### src/rtl/fetch_pkg.sv
package fetch_pkg;
  localparam int XLEN_D   = 32;
  localparam int OFF_W_D  = 16;
  localparam int JFLD_W_D = 26;

  typedef enum logic [1:0] {
    SRC_SEQ = 2'd0,
    SRC_BR  = 2'd1,
    SRC_JMP = 2'd2,
    SRC_REG = 2'd3
  } nxt_src_e;
endpackage

### src/rtl/pc_target_calc.sv
module pc_target_calc #(
  parameter int XLEN   = fetch_pkg::XLEN_D,
  parameter int OFF_W  = fetch_pkg::OFF_W_D,
  parameter int JFLD_W = fetch_pkg::JFLD_W_D
) (
  input  logic [XLEN-1:0]   pc,
  input  logic [JFLD_W-1:0] jfield,
  output logic [XLEN-1:0]   seq_pc,
  output logic [XLEN-1:0]   br_pc,
  output logic [XLEN-1:0]   jmp_pc
);
  localparam int RGN_W = XLEN - JFLD_W - 2;
  localparam int EXT_W = XLEN - OFF_W - 2;
  localparam logic [XLEN-1:0] WORD_BYTES = XLEN'(4);

  function automatic logic [XLEN-1:0] f_seq(input logic [XLEN-1:0] p);
    return p + WORD_BYTES;
  endfunction

  function automatic logic [XLEN-1:0] f_branch(input logic [XLEN-1:0] p4,
                                               input logic [OFF_W-1:0] off);
    logic [XLEN-1:0] disp;
    disp = {{EXT_W{off[OFF_W-1]}}, off, 2'b00};
    return p4 + disp;
  endfunction

  function automatic logic [XLEN-1:0] f_jump(input logic [XLEN-1:0] p4,
                                             input logic [JFLD_W-1:0] jf);
    return {p4[XLEN-1 -: RGN_W], jf, 2'b00};
  endfunction

  always_comb begin
    seq_pc = f_seq(pc);
    br_pc  = f_branch(seq_pc, jfield[OFF_W-1:0]);
    jmp_pc = f_jump(seq_pc, jfield);
  end
endmodule

### src/rtl/pc_next_sel.sv
module pc_next_sel #(
  parameter int XLEN = fetch_pkg::XLEN_D
) (
  input  logic [XLEN-1:0] seq_pc,
  input  logic [XLEN-1:0] br_pc,
  input  logic [XLEN-1:0] jmp_pc,
  input  logic [XLEN-1:0] reg_pc,
  input  logic            br_eq,
  input  logic            alu_zero,
  input  logic            jump_abs,
  input  logic            jump_reg,
  output logic            br_taken,
  output logic [XLEN-1:0] nxt_pc
);
  import fetch_pkg::*;
  nxt_src_e src;

  assign br_taken = br_eq & alu_zero;

  always_comb begin
    if (jump_reg)      src = SRC_REG;
    else if (jump_abs) src = SRC_JMP;
    else if (br_taken) src = SRC_BR;
    else               src = SRC_SEQ;
  end

  always_comb begin
    unique case (src)
      SRC_REG: nxt_pc = reg_pc;
      SRC_JMP: nxt_pc = jmp_pc;
      SRC_BR:  nxt_pc = br_pc;
      default: nxt_pc = seq_pc;
    endcase
  end
endmodule

### src/rtl/pc_fetch_regs.sv
module pc_fetch_regs #(
  parameter int XLEN = fetch_pkg::XLEN_D
) (
  input  logic            clk,
  input  logic            rst,
  input  logic            en,
  input  logic [XLEN-1:0] nxt_pc,
  input  logic [XLEN-1:0] word,
  output logic [XLEN-1:0] pc_q,
  output logic [XLEN-1:0] ir_q
);
  always_ff @(posedge clk) begin
    if (rst) begin
      pc_q <= '0;
      ir_q <= '0;
    end else if (en) begin
      pc_q <= nxt_pc;
      ir_q <= word;
    end
  end

  AST_RESET_CLEARS: assert property (@(posedge clk)
    rst |=> (pc_q == '0) && (ir_q == '0));
  AST_STALL_HOLDS: assert property (@(posedge clk) disable iff (rst)
    !en |=> $stable(pc_q) && $stable(ir_q));
  AST_IR_LATCHES: assert property (@(posedge clk) disable iff (rst)
    en |=> ir_q == $past(word));
endmodule

### src/rtl/fetch_pc_unit.sv
module fetch_pc_unit #(
  parameter int XLEN   = fetch_pkg::XLEN_D,
  parameter int OFF_W  = fetch_pkg::OFF_W_D,
  parameter int JFLD_W = fetch_pkg::JFLD_W_D
) (
  input  logic            clk,
  input  logic            rst,
  input  logic            fetch_en,
  input  logic            br_eq,
  input  logic            alu_zero,
  input  logic            jump_abs,
  input  logic            jump_reg,
  input  logic [XLEN-1:0] reg_target,
  input  logic [XLEN-1:0] imem_rdata,
  output logic [XLEN-1:0] imem_addr,
  output logic [XLEN-1:0] instr_q
);
  logic [XLEN-1:0] pc_q, seq_pc, br_pc, jmp_pc, nxt_pc;
  logic            br_taken;

  pc_target_calc #(.XLEN(XLEN), .OFF_W(OFF_W), .JFLD_W(JFLD_W)) u_calc (
    .pc(pc_q), .jfield(imem_rdata[JFLD_W-1:0]),
    .seq_pc(seq_pc), .br_pc(br_pc), .jmp_pc(jmp_pc)
  );

  pc_next_sel #(.XLEN(XLEN)) u_sel (
    .seq_pc(seq_pc), .br_pc(br_pc), .jmp_pc(jmp_pc), .reg_pc(reg_target),
    .br_eq(br_eq), .alu_zero(alu_zero), .jump_abs(jump_abs),
    .jump_reg(jump_reg), .br_taken(br_taken), .nxt_pc(nxt_pc)
  );

  pc_fetch_regs #(.XLEN(XLEN)) u_regs (
    .clk(clk), .rst(rst), .en(fetch_en), .nxt_pc(nxt_pc),
    .word(imem_rdata), .pc_q(pc_q), .ir_q(instr_q)
  );

  assign imem_addr = pc_q;

  AST_SEQ_STEP: assert property (@(posedge clk) disable iff (rst)
    fetch_en && !br_eq && !jump_abs && !jump_reg |=> imem_addr == $past(imem_addr) + XLEN'(4));
  AST_BR_NOT_TAKEN: assert property (@(posedge clk) disable iff (rst)
    fetch_en && !br_taken && !jump_abs && !jump_reg |=> imem_addr == $past(imem_addr) + XLEN'(4));
  AST_REG_JUMP: assert property (@(posedge clk) disable iff (rst)
    fetch_en && jump_reg |=> imem_addr == $past(reg_target));
  AST_JUMP_OVER_BRANCH: assert property (@(posedge clk) disable iff (rst)
    fetch_en && jump_abs && !jump_reg |=>
      imem_addr[JFLD_W+1:0] == {$past(imem_rdata[JFLD_W-1:0]), 2'b00});
endmodule

### config.mk
export PLATFORM = sky130hd
export DESIGN_NAME = fetch_pc_unit
export DESIGN_NICKNAME = d
export VERILOG_FILES = /design/src/rtl/fetch_pkg.sv /design/src/rtl/pc_target_calc.sv /design/src/rtl/pc_next_sel.sv /design/src/rtl/pc_fetch_regs.sv /design/src/rtl/fetch_pc_unit.sv
export SDC_FILE = /design/constraint.sdc
export NUM_CORES = 1
export LEC_CHECK = 0
export ABC_AREA = 1
export BUFFER_PORTS_ARGS = -buffer_cell sky130_fd_sc_hd__buf_2
export CORE_ASPECT_RATIO = 1.1
export CORE_MARGIN = 2
export CORE_UTILIZATION = 56
export CTS_CLUSTER_DIAMETER = 120
export CTS_CLUSTER_SIZE = 25
export DETAILED_ROUTE_END_ITERATION = 8
export PLACE_DENSITY = 0.82
export SYNTH_ARGS = -nofsm -noshare
export SYNTH_HDL_FRONTEND = slang
export SYNTH_SLANG_ARGS = --single-unit
### constraint.sdc
create_clock -name clk -period 2.8 [get_ports clk]
set_input_delay 0.28 -clock clk [delete_from_list [all_inputs] [get_ports clk]]
set_output_delay 0.28 -clock clk [all_outputs]
set_load 0.01 [all_outputs]
==> summary.txt, run 1 <==
Mean post-synth cell area = 5.97 um2
Seq/Total Area, Yosys = 0.215
Initial Util = 0.573
IO Pins = 135
Largest net degree at the start of global routing = 58
Chip width = 102 um
Most common cell in the synthesized netlist = nand2_1
Dpl hpwl = 17,900 um
Number of port buffers = 134
Distinct cell type count after synthesis = 48
GR Util All Layers = 0.764
Longest Clk Path Bufs = 2
Htree depth = 3
Synth area leader = dfxtp_1
Stage reached = 5_1_grt
Synth Register Bits = 64
Crit. endpoint post-GRT repair = u_regs.pc_q[29]$_SDFFE_PP0P_/D
Post-Synthesis Cells = 997
Synthesized Nets = 1,103
Worst ep type = register input
Synth cell count leaders = nand2_1, nor2_1, inv_1, a21oi_1, dfxtp_1
Run status = stopped before the end
Yosys warnings = 0
# rows = 39
GP Congestion = 1.08
Post-synth EDFFs = 0
Hold buffer count at cts = 0
Async set or reset register ratio after synthesis = 0
Ranking of synthesized cells by area = dfxtp_1, nand2_1, nor2_1
Sink Count = 64
Synthesized area = 5950 um2
Num CTS Buffers = 9
CTS root buffer = clkbuf_16
Most used DFF post-synth = dfxtp_1
Grt ovf = 6
Area fraction of the dominant cell type after synthesis = 0.215
Die Span Y = 112 um
Tool error = [ERROR GRT-0232] Routing congestion too high. Check the congestion heatmap in the GUI.
[through the flow]
stage	instances	utilization	TNS, ns	setup WS, ns	instance area, um2
4_1_cts	1400	0.841	-0.0854	-0.0274	8740
3_5_place_dp	1370	0.733	-3.79	-0.249	7620
3_3_place_gp	1370	0.733	-2.74	-0.206	7620
2_1_floorplan	997	-	0	0.156	5950
[logic make-up after synthesis]
group | after synthesis | share of synthesized area
fa+ha+maj | 35 | 0.0748
xor+xnor | 23 | 0.0351
buf+inv | 149 | 0.0988
flops | 64 | 0.215
simple gates | 549 | 0.412
compound gates | 177 | 0.164
[repair_timing]
action | 4_1_cts
setup buffers | 16
pin swaps | 63
resized for setup | 173
endpoints found under the setup margin | 22
[per-layer routing]
layer / global-route usage / GRT overflow
met5: 0.290 / 0
met4: 0.692 / 3
met3: 0.649 / 1
met2: 0.909 / 1
met1: 0.778 / 1
==> run 2: changes to the inputs <==
CORE_ASPECT_RATIO = not set   (was 1.1)
CORE_UTILIZATION = 40   (was 56)
CTS_CLUSTER_DIAMETER = not set   (was 120)
CTS_CLUSTER_SIZE = not set   (was 25)
PLACE_DENSITY = not set   (was 0.82)
PLACE_DENSITY_LB_ADDON = 0.15   (was not set)
==> run 2 against run 1 <==
Compared with the run above: the flow now finishes, with violations (negative setup slack); area after synthesis is the same; synthesized cell count is the same.
==> summary.txt, run 2 <==
Run status = finished with violations (was stopped before the end)
Failing checks = negative setup slack
Critical path startpoint = u_regs.pc_q[3]
Die Area = 15,900 um2
DR WL/cell = 17.5 um
M3 GR Usage = 0.0569
Adder-Cell Fraction of Synth Area = 0.0748 (unchanged)
Post-synth EDFFs = 0 (unchanged)
Num CTS Buffers = 9 (unchanged)
Xor and xnor area share after synthesis = 0.0351 (unchanged)
Least-Margin Pin Slew = 0.876 ns
Area fraction of the dominant cell type after synthesis = 0.215 (unchanged)
Cell repeated most along the worst path = nand2_1
Levels on crit path = 22
Post-layout util = 0.644
RR Endpoint = u_regs.pc_q[29]
Max frequency = 352 MHz
Most used DFF post-synth = dfxtp_1 (unchanged)
DP Worst Slack = -0.282 ns (was -0.249 ns)
Worst setup endpoint = u_regs.pc_q[29]
Critical Path Source Type = flop
Ranking of synthesized cells by area = dfxtp_1, nand2_1, nor2_1 (unchanged)
# rows = 44 (was 39)
Synth Register Bits = 64 (unchanged)
Tmin final = 2.84 ns
Most common cell in the synthesized netlist = nand2_1 (unchanged)
Synthesized area = 5950 um2 (unchanged)
PnR worst setup slack = -0.0425 ns
GR Util All Layers = 0.310
GR Layer Usage met2 = 0.515
Commonest cells after routing, fill and taps aside = nand2_1, buf_4, buf_2
Leakage = 0.00461 uW
Vias = 7,644
Design area = 9360 um2
Vias in the first global route = 7,385
Fillers = 1,400
Setup-failing EPs final = 3
Longest Clk Path Bufs = 2 (unchanged)
Family with the most delay on the worst path = simple AND/OR/NAND/NOR gates
Chip width = 126 um (was 102 um)
Htree depth = 3 (unchanged)
Distinct cell type count after synthesis = 48 (unchanged)
Period utilization = 1.02
CP peak stage delay = 0.34 ns
GRT met1 Usage = 0.390
Worst setup path class = flop to flop
Clock Pin Slew Worst Setup and Hold Paths = 0.06 ns
Hold buffer count at cts = 0 (unchanged)
Via-to-Cell Ratio = 5.24
Final Max Tran Viols = 0
Slew HR = 0.415
GP Congestion = 0.951 (was 1.08)
Max VDD drop = 0.330 mV
Final hold vios = 0
Global-route wire length before repair = 38,500 um
CTS tree = yes
Worst R2R Setup Slack = -0.04 ns
Initial DRC count = 428
DR DRC count = 0
Synth cell count leaders = nand2_1, nor2_1, inv_1, a21oi_1, dfxtp_1 (unchanged)
Antenna-violating nets left = 0
IO Pins = 135 (unchanged)
Simple-Gate Fraction of Synth Area = 0.412 (unchanged)
Post-Synthesis Cells = 997 (unchanged)
Area grow syn2layout = 57.2%
Mean post-synth cell area = 5.97 um2 (unchanged)
N_diodes = 0
CTS root buffer = clkbuf_16 (unchanged)
Die Span Y = 126 um (was 112 um)
Hold/Removal Path Class = input pin to flop
Worst path required time = 3.04 ns
WP data arrival = 3.09 ns
Top Registers = u_regs.ir_q (32), u_regs.pc_q (32)
Largest family of logic cells by synthesized area = simple AND/OR/NAND/NOR gates (unchanged)
Synthesized Nets = 1,103 (unchanged)
Power per cell area = 369 nW/um2
Fraction of layout instances using a drive strength above 1 = 0.453
Grt ovf = 0
Clock insertion delay at the later pin of the skew report = 0.35 ns
Mux cell area share after synthesis = 0 (unchanged)
Max Fanout on Critical Path = 4
DRT Wirelength = 25,500 um
Largest net degree at the start of global routing = 58
Buf+Inv Stages, Crit Path = 5
Chain of cells forming the critical path = ha_2 > nand2_2 > nor2_4 > nand2_2 > buf_4 > inv_2 > nand3_1 > nand2_1 > inv_1 > ha_4 > nand2_1 > buf_4 > nor2_4 > nand2_2 > nor3_2 > nand2_1 > nand2_1 > nand2_1 > nand3_1 > nand3b_1 > nand2_1 > inv_1
Busiest grt layer = met2
Initial Util = 0.410 (was 0.573)
Number of port buffers = 134 (unchanged)
Post-synthesis compound-gate area fraction = 0.164 (unchanged)
Most common cell after layout, fill and taps aside = nand2_1
Critical R2R Launch = u_regs.pc_q[3]
First-pass DRT Iterations = 5
Async set or reset register ratio after synthesis = 0 (unchanged)
Dpl hpwl = 19,100 um (was 17,900 um)
Crit-path slowest cell = dfxtp_2
Initial antenna violation count = 0
Total power = 3460 uW
Max_cap viols = 0
Cell Area, Placed = 7810 um2 (was 7620 um2)
RSZ-0062 raised after global routing = yes
Crit. End Element = flop
Seq/Total Area, Yosys = 0.215 (unchanged)
Synth area leader = dfxtp_1 (unchanged)
Sink Count = 64 (unchanged)
Worst Skew = 0.00584 ns
Worst R2R Path Depth = 22
CORE AREA = 14,500 um2
Final #Nets = 1,377
Yosys warnings = 0 (unchanged)
-- run 2: cell type report --
| cell class | instances | area, um2 | share of cell area |
|---|---|---|---|
| inverters | 117 | 439 | 0.0469 |
| flip-flops and latches | 64 | 1320 | 0.141 |
| clock inverters | 6 | 37.5 | 0.00401 |
| multi-input cells | 784 | 5150 | 0.550 |
| clock buffers | 9 | 225 | 0.0241 |
| repair buffers | 295 | 1960 | 0.210 |
| well taps | 184 | 230 | 0.0246 |
-- run 2: how the worst min path moves through the flow --
stage,end,slack (ns),start,cells after the start
finish,u_regs.ir_q[28],0.16,imem_rdata[28],3
detailed placement,u_regs.pc_q[1],0.45,u_regs.pc_q[1],2
global route,u_regs.ir_q[28],0.18,imem_rdata[28],3
CTS,u_regs.ir_q[28],0.15,imem_rdata[28],3
floorplan,u_regs.ir_q[0],0.41,imem_rdata[0],2
global placement,u_regs.pc_q[1],0.45,u_regs.pc_q[1],2
-- run 2: tightest hold or removal path, delay by kind of cell --
kind	cells	cell delay (ns)
and+or+nand+nor	2	0.11
buffers and inverters	1	0.07
-- run 2: repair_timing --
action	CTS	global route
hold endpoints to repair	0	0
gates resized for setup	129	162
pin swaps	33	78
setup buffers	6	13
setup endpoints to repair	21	24
-- run 2: through the flow --
step	std cells	hold slack [ns]	TNS, ns
finish	1459	0.155	-0.0603
global route	1459	0.176	-2.29
CTS	1446	0.152	-0.0206
detailed placement	1425	0.452	-4.07
global placement	1425	0.449	-3.09
floorplan	997	0.415	0
-- run 2: power by group --
group          switching [uW]  internal (uW)
combinational             779            605
sequential               54.4            976
clock                     457            589
-- run 2: routing by layer --
layer,vias to the layer above,part of all wire
met5,-,0
met3,59,0.068
met4,0,0.043
li1,3782,-
met2,282,0.47
met1,3521,0.42
-- run 2: logic make-up after synthesis --
group,after synthesis
simple gates,549
compound gates,177
buf+inv,149
flops,64
fa+ha+maj,35
xor+xnor,23
Power figures use the tool's default switching activity.
